$ cat src/rtl/flash_cmd_pkg.sv
package flash_cmd_pkg;
  localparam logic [7:0] CMD_PROG_ALT  = 8'h10;
  localparam logic [7:0] CMD_ERS_SETUP = 8'h20;
  localparam logic [7:0] CMD_PROG      = 8'h40;
  localparam logic [7:0] CMD_STS_CLR   = 8'h50;
  localparam logic [7:0] CMD_STS_RD    = 8'h70;
  localparam logic [7:0] CMD_ID_RD     = 8'h90;
  localparam logic [7:0] CMD_SUSP      = 8'hB0;
  localparam logic [7:0] CMD_ERS_CONF  = 8'hD0;
  localparam logic [7:0] CMD_ARR_RD    = 8'hFF;

  localparam logic [7:0] STS_ERS_ERR   = 8'h20;
  localparam logic [7:0] STS_PROG_ERR  = 8'h10;
  localparam logic [7:0] ERASED_BYTE   = 8'hFF;

  typedef enum logic [2:0] {
    MODE_ARRAY,
    MODE_STATUS,
    MODE_IDENT,
    MODE_SUSPEND,
    MODE_PROG,
    MODE_ERASE
  } fl_mode_e;
endpackage

$ cat src/rtl/flash_cmd_fsm.sv
module flash_cmd_fsm
  import flash_cmd_pkg::*;
(
  input  logic       clk_i,
  input  logic       rst_ni,
  input  logic       acc_we_i,
  input  logic [7:0] wdata_i,
  output fl_mode_e   mode_o,
  output logic [7:0] status_o,
  output logic       cyc2_o,
  output logic       prog_en_o,
  output logic       ers_start_o
);
  fl_mode_e   mode_q, mode_d;
  logic [7:0] status_q, status_d;
  logic       cyc2_q, cyc2_d;

  always_comb begin
    mode_d      = mode_q;
    status_d    = status_q;
    cyc2_d      = cyc2_q;
    prog_en_o   = 1'b0;
    ers_start_o = 1'b0;
    if (acc_we_i) begin
      if (!cyc2_q) begin
        unique case (wdata_i)
          CMD_ARR_RD:  mode_d = MODE_ARRAY;
          CMD_STS_RD:  mode_d = MODE_STATUS;
          CMD_ID_RD:   mode_d = MODE_IDENT;
          CMD_SUSP:    mode_d = MODE_SUSPEND;
          CMD_STS_CLR: begin
            status_d = 8'h00;
            mode_d   = MODE_ARRAY;
          end
          CMD_PROG, CMD_PROG_ALT: begin
            mode_d = MODE_PROG;
            cyc2_d = 1'b1;
          end
          CMD_ERS_SETUP: begin
            mode_d = MODE_ERASE;
            cyc2_d = 1'b1;
          end
          default: ;  // unknown code: no effect
        endcase
      end else begin
        cyc2_d = 1'b0;
        if (mode_q == MODE_PROG) begin
          prog_en_o = 1'b1;
        end else if (mode_q == MODE_ERASE) begin
          if (wdata_i == CMD_ERS_CONF) begin
            ers_start_o = 1'b1;
          end else begin
            mode_d   = MODE_STATUS;
            status_d = status_q | STS_ERS_ERR | STS_PROG_ERR;
          end
        end
      end
    end
  end

  always_ff @(posedge clk_i or negedge rst_ni) begin
    if (!rst_ni) begin
      mode_q   <= MODE_ARRAY;
      status_q <= 8'h00;
      cyc2_q   <= 1'b0;
    end else begin
      mode_q   <= mode_d;
      status_q <= status_d;
      cyc2_q   <= cyc2_d;
    end
  end

  assign mode_o   = mode_q;
  assign status_o = status_q;
  assign cyc2_o   = cyc2_q;
endmodule

$ cat src/rtl/flash_cmd_store.sv
module flash_cmd_store
  import flash_cmd_pkg::*;
#(
  parameter int ADDR_W    = 8,
  parameter int DEPTH     = 200,
  parameter int BLK_BYTES = 16
) (
  input  logic              clk_i,
  input  logic              rst_ni,
  input  logic              prog_en_i,
  input  logic              ers_start_i,
  input  logic [ADDR_W-1:0] addr_i,
  input  logic [7:0]        wdata_i,
  output logic [7:0]        rd_data_o,
  output logic              rd_in_range_o,
  output logic              busy_o
);
  localparam int BLK_W = $clog2(BLK_BYTES);
  localparam logic [ADDR_W:0]   LIMIT    = (ADDR_W+1)'(DEPTH);
  localparam logic [ADDR_W-1:0] BLK_MASK = ADDR_W'(BLK_BYTES - 1);
  localparam logic [BLK_W-1:0]  CNT_LAST = BLK_W'(BLK_BYTES - 1);

  logic [7:0]        mem [0:DEPTH-1];
  logic              busy_q;
  logic [BLK_W-1:0]  cnt_q;
  logic [ADDR_W-1:0] base_q;
  logic [ADDR_W-1:0] sweep_addr;
  logic              sweep_ok, addr_ok;

  initial begin
    for (int i = 0; i < DEPTH; i++) mem[i] = ERASED_BYTE;
  end

  assign addr_ok    = {1'b0, addr_i} < LIMIT;
  assign sweep_addr = base_q | ADDR_W'(cnt_q);
  assign sweep_ok   = {1'b0, sweep_addr} < LIMIT;

  always_ff @(posedge clk_i or negedge rst_ni) begin
    if (!rst_ni) begin
      busy_q <= 1'b0;
      cnt_q  <= '0;
      base_q <= '0;
    end else if (ers_start_i) begin
      busy_q <= 1'b1;
      cnt_q  <= '0;
      base_q <= addr_i & ~BLK_MASK;
    end else if (busy_q) begin
      cnt_q <= cnt_q + 1'b1;
      if (cnt_q == CNT_LAST) busy_q <= 1'b0;
    end
  end

  // array has no reset: contents survive rst_ni
  always_ff @(posedge clk_i) begin
    if (prog_en_i && addr_ok) mem[addr_i] <= wdata_i;
    if (busy_q && sweep_ok)   mem[sweep_addr] <= ERASED_BYTE;
  end

  assign rd_data_o     = mem[addr_i];
  assign rd_in_range_o = addr_ok;
  assign busy_o        = busy_q;
endmodule

$ cat src/rtl/flash_cmd_rdmux.sv
module flash_cmd_rdmux
  import flash_cmd_pkg::*;
#(
  parameter logic [15:0] DEV_ID = 16'hC3A5
) (
  input  logic       clk_i,
  input  logic       rst_ni,
  input  logic       acc_re_i,
  input  fl_mode_e   mode_i,
  input  logic [7:0] status_i,
  input  logic       addr_lsb_i,
  input  logic [7:0] arr_data_i,
  input  logic       arr_in_range_i,
  output logic [7:0] rdata_o
);
  logic [7:0] sel;

  always_comb begin
    unique case (mode_i)
      MODE_ARRAY:  sel = arr_in_range_i ? arr_data_i : ERASED_BYTE;
      MODE_STATUS: sel = status_i;
      MODE_IDENT:  sel = addr_lsb_i ? DEV_ID[15:8] : DEV_ID[7:0];
      default:     sel = ERASED_BYTE;
    endcase
  end

  always_ff @(posedge clk_i or negedge rst_ni) begin
    if (!rst_ni)       rdata_o <= 8'h00;
    else if (acc_re_i) rdata_o <= sel;
  end
endmodule

$ cat src/rtl/flash_cmd_core.sv
module flash_cmd_core
  import flash_cmd_pkg::*;
#(
  parameter int          ADDR_W    = 8,
  parameter int          DEPTH     = 200,
  parameter int          BLK_BYTES = 16,
  parameter logic [15:0] DEV_ID    = 16'hC3A5
) (
  input  logic              clk_i,
  input  logic              rst_ni,
  input  logic [ADDR_W-1:0] addr_i,
  input  logic [7:0]        wdata_i,
  input  logic              we_i,
  input  logic              re_i,
  output logic [7:0]        rdata_o,
  output logic              wait_o,
  output logic              busy_o
);
  fl_mode_e   mode_q;
  logic [7:0] status_q;
  logic       cyc2_q;
  logic       prog_en, ers_start, busy;
  logic       acc_we, acc_re;
  logic [7:0] arr_data;
  logic       arr_in_range;

  assign acc_we = we_i & ~busy;
  assign acc_re = re_i & ~busy;

  flash_cmd_fsm u_fsm (
    .clk_i       (clk_i),
    .rst_ni      (rst_ni),
    .acc_we_i    (acc_we),
    .wdata_i     (wdata_i),
    .mode_o      (mode_q),
    .status_o    (status_q),
    .cyc2_o      (cyc2_q),
    .prog_en_o   (prog_en),
    .ers_start_o (ers_start)
  );

  flash_cmd_store #(
    .ADDR_W    (ADDR_W),
    .DEPTH     (DEPTH),
    .BLK_BYTES (BLK_BYTES)
  ) u_store (
    .clk_i         (clk_i),
    .rst_ni        (rst_ni),
    .prog_en_i     (prog_en),
    .ers_start_i   (ers_start),
    .addr_i        (addr_i),
    .wdata_i       (wdata_i),
    .rd_data_o     (arr_data),
    .rd_in_range_o (arr_in_range),
    .busy_o        (busy)
  );

  flash_cmd_rdmux #(.DEV_ID(DEV_ID)) u_rdmux (
    .clk_i          (clk_i),
    .rst_ni         (rst_ni),
    .acc_re_i       (acc_re),
    .mode_i         (mode_q),
    .status_i       (status_q),
    .addr_lsb_i     (addr_i[0]),
    .arr_data_i     (arr_data),
    .arr_in_range_i (arr_in_range),
    .rdata_o        (rdata_o)
  );

  assign wait_o = busy;
  assign busy_o = busy;
endmodule

$ cat config.mk
export PLATFORM = sky130hd
export DESIGN_NAME = flash_cmd_core
export DESIGN_NICKNAME = d
export VERILOG_FILES = /design/src/rtl/flash_cmd_pkg.sv /design/src/rtl/flash_cmd_fsm.sv /design/src/rtl/flash_cmd_store.sv /design/src/rtl/flash_cmd_rdmux.sv /design/src/rtl/flash_cmd_core.sv
export SDC_FILE = /design/constraint.sdc
export NUM_CORES = 2
export LEC_CHECK = 0
export CAP_MARGIN = 15
export CELL_PAD_IN_SITES_DETAIL_PLACEMENT = 1
export CELL_PAD_IN_SITES_GLOBAL_PLACEMENT = 1
export CORE_AREA = 2 2 403 405
export DETAILED_ROUTE_END_ITERATION = 8
export DIE_AREA = 0 0 405 407
export PLACE_DENSITY_LB_ADDON = 0.1
export SYNTH_ARGS = -nofsm -noshare
export SYNTH_HDL_FRONTEND = slang
export SYNTH_SLANG_ARGS = --single-unit
$ cat constraint.sdc
create_clock -name clk_i -period 7.6 [get_ports clk_i]
set_clock_uncertainty 0.05 [all_clocks]
set_input_delay 1.14 -clock clk_i [delete_from_list [all_inputs] [get_ports clk_i]]
set_output_delay 1.14 -clock clk_i [all_outputs]
set_load 0.03 [all_outputs]
==> run summary <==
Status = finished, final reports clean
First-pass GRT wire length = 262 mm
Wire length per cell = 33.2 µm
Dpl hpwl = 113 mm
Die area = 0.165 mm²
Post-synth EDFFs = 1,600
PwrDens = 266 mW/mm²
Sequential area share after synthesis = 76.1%
Resize count post-CTS = 0
Commonest non-fill, non-tap cell in the layout = edfxtp_1
Global-route usage over all layers = 22.6%
Number of I/O port buffers = 29
Max clock buf depth = 3
Area leader, netlist = edfxtp_1
Mapped Cells = 3,101
FF+latch count, synth = 1,622
Final setup violation count = 0
TritonCTS Sinks = 1,622
Placed cell count = 5,186
Worst Path Required = 7.97 ns
Synth top area share = 75.2%
Clock Tree Root = clkbuf_16
Worst slew margin = 24.2%
Core area = 0.160 mm²
Critical path's largest stage delay = 0.86 ns
Prevailing post-synth register cell = edfxtp_1
TNS Setup = 0 ns
Pre-CTS setup slack = 2.15 ns
FP Rows = 147
Share of layout cells above drive strength 1 = 22.6%
Post-Syn Nets = 3,122
DR WL met3 = 10.5 mm
Final hold viol count = 0
WS Path Type = flop to flop
Worst-skew pair later-pin latency = 0.80 ns
Postcts setup bufs = 0
Critical-path cell list = o311a_1, nand2b_2, o31ai_1, nand2_1, buf_4, nor2_1
Commonest non-fill, non-tap cells in the layout = edfxtp_1 (1,600), mux4_2 (384), nor2_1 (244)
Placer Congestion = 0.849
H-tree levels = 4
Layout Cells excl Fill = 5,498
CTS tree = done
RSZ-0062 raised after global routing = no
Max Fclk = 214 MHz
Yosys cell types = 59
Peak supply drop = 202 µV
HP Class = flop to flop
Chip width = 405 µm
WL met1 = 78.5 mm
Via count = 31,700
Top sig layer = met5
I/O pin count = 30
LEAKAGE = 22.4 nW
Remaining antenna violation count = 0
Final-layout fill cell count = 14,600
Drt first pass iters = 8
Worst setup EP type = flop
Vias per cell = 5.77
Max_cap viols = 0
CP Max Fanout = 33
Area Growth Syn to Fin = 13.1%
Crit path launch type = flop
Final Worst Setup Slack = 2.93 ns
Synth Warn # = 0
Die Height = 407 µm
Met2 wire length = 88.4 mm
Hold Buf Count CTS = 0
Async S/R FF share, synth = 1.36%
Clock slew at reported path FFs = 0.06 ns
Initial Utilization = 39.9%
Total grt overflow = 0
Tcrit/Tclk final = 61.5%
Nets = 3,225
Post-Synthesis Cell Area = 0.0639 mm²
Average cell area after synthesis = 20.6 µm²
Post-layout util = 45.1%
Total power = 19.2 mW
Crit path DAT = 5.04 ns
Measured slew at the worst slew-check pin = 1.14 ns
CTS Buf Count = 175
Number of global-route vias before repair = 33,500
Area contributors post-synth = edfxtp_1 (75%), mux4_2 (14%), mux2i_1 (2.2%)
Detailed Route WL = 183 mm
Antenna violations before repair = 10
Final-report max-slew violation count = 0
Pin count of the biggest net entering global routing = 159
Slowest-stage cell, CP = o31ai_1
DRC = 0
Fin crit period = 4.67 ns
First-iteration detailed-routing DRC count = 3,417
[cell families after synthesis]
| family | count (synthesis) | share of synthesized area, % |
|---|---|---|
| xor gates and xnor gates | 4 | 0.0549 |
| muxes | 542 | 16.1 |
| and+or+nand+nor | 475 | 3.21 |
| adders and majority gates | 1 | 0.0196 |
| DFF | 1622 | 76.1 |
| buffers and inverters | 192 | 1.66 |
| AOI/OAI and AO/OA | 265 | 2.90 |
[layer usage]
metal / vias up / GRT usage (%)
li1: 13100 / -
met1: 17400 / 31.5
met2: 1005 / 36.4
met3: 265 / 3.90
met4: 4 / 6.69
met5: - / 0
[synthesized netlist by cell type (4+ instances only)]
library cell / count
dfrtp_1: 22
a21oi_1: 39
nand4_1: 4
edfxtp_1: 1600
a22oi_1: 20
nor2b_1: 23
nor2_1: 245
buf_6: 22
nand3_1: 20
nand2_1: 105
a221o_1: 9
buf_4: 21
and2_1: 4
a31oi_1: 15
nand2b_1: 32
mux4_2: 384
nor4_1: 5
a211oi_1: 14
o221ai_1: 5
buf_2: 36
buf_1: 10
o21ai_0: 50
o31ai_1: 16
o32ai_1: 6
a311oi_1: 5
a2111oi_0: 8
o211ai_1: 11
clkbuf_1: 92
a221oi_1: 33
and3_1: 4
o22ai_1: 15
inv_1: 7
mux2i_1: 139
mux2_2: 18
nor3_1: 21
[registers in the layout, indices dropped and copies added (netlist names)]
register	flops
u_store.mem	1600
u_rdmux.rdata_o	8
u_store.base_q	4
u_store.cnt_q	4
u_fsm.mode_o	3
u_fsm.cyc2_o	1
u_fsm.status_o	1
u_store.busy_o	1
[path summary, 6_finish.rpt]
| path | start | to | slack [ns] | cells after the start |
|---|---|---|---|---|
| max in group asynchronous | rst_ni | u_rdmux.rdata_o[7] | 6.56 | 2 |
| setup reg to reg | u_store.cnt_q[3] | u_store.mem[136][7] | 2.93 | 6 |
| min in group asynchronous | rst_ni | u_fsm.cyc2_o | 0.66 | 2 |
| hold / removal | u_store.base_q[7] | u_store.base_q[7] | 0.55 | 2 |
| hold reg to reg | u_store.base_q[7] | u_store.base_q[7] | 0.55 | 2 |
| setup / recovery | u_store.cnt_q[3] | u_store.mem[136][7] | 2.93 | 6 |
[worst max-delay path, delay by kind of cell, from the launching register on]
family / cells / cell delay, ns
AO/OA/AOI/OAI: 2 / 1.26
buffers and inverters: 1 / 0.42
flip-flops: 1 / 0.49
AND/OR/NAND/NOR: 3 / 2.06
[through the flow]
| step | hold slack [ns] | cell area [µm²] |
|---|---|---|
| 3_3_place_gp | 0.500 | 66700 |
| 6_report | 0.547 | 72200 |
| 5_1_grt | 0.602 | 72200 |
| 2_1_floorplan | 0.439 | 63900 |
| 3_5_place_dp | 0.513 | 66700 |
| 4_1_cts | 0.527 | 72200 |
[report_power, final]
part / total [mW] / switching, mW / leakage [nW] / internal [mW]
Combinational: 1.03 / 0.686 / 5.06 / 0.348
Clock: 8.30 / 3.46 / 2.70 / 4.84
Sequential: 9.88 / 0.0391 / 14.7 / 9.84
[final cells by class]
type | count | area (µm²) | share of cell area (%)
Timing Repair Buffer | 111 | 1060 | 1.47
Sequential cell | 1622 | 48600 | 67.3
Antenna cell | 1 | 2.50 | 0.00346
Clock inverter | 89 | 781 | 1.08
Inverter | 7 | 28.8 | 0.0398
Clock buffer | 221 | 4750 | 6.58
Multi-Input combinational cell | 1287 | 14300 | 19.8
Tap cell | 2160 | 2700 | 3.74
Power figures use the tool's default switching activity.
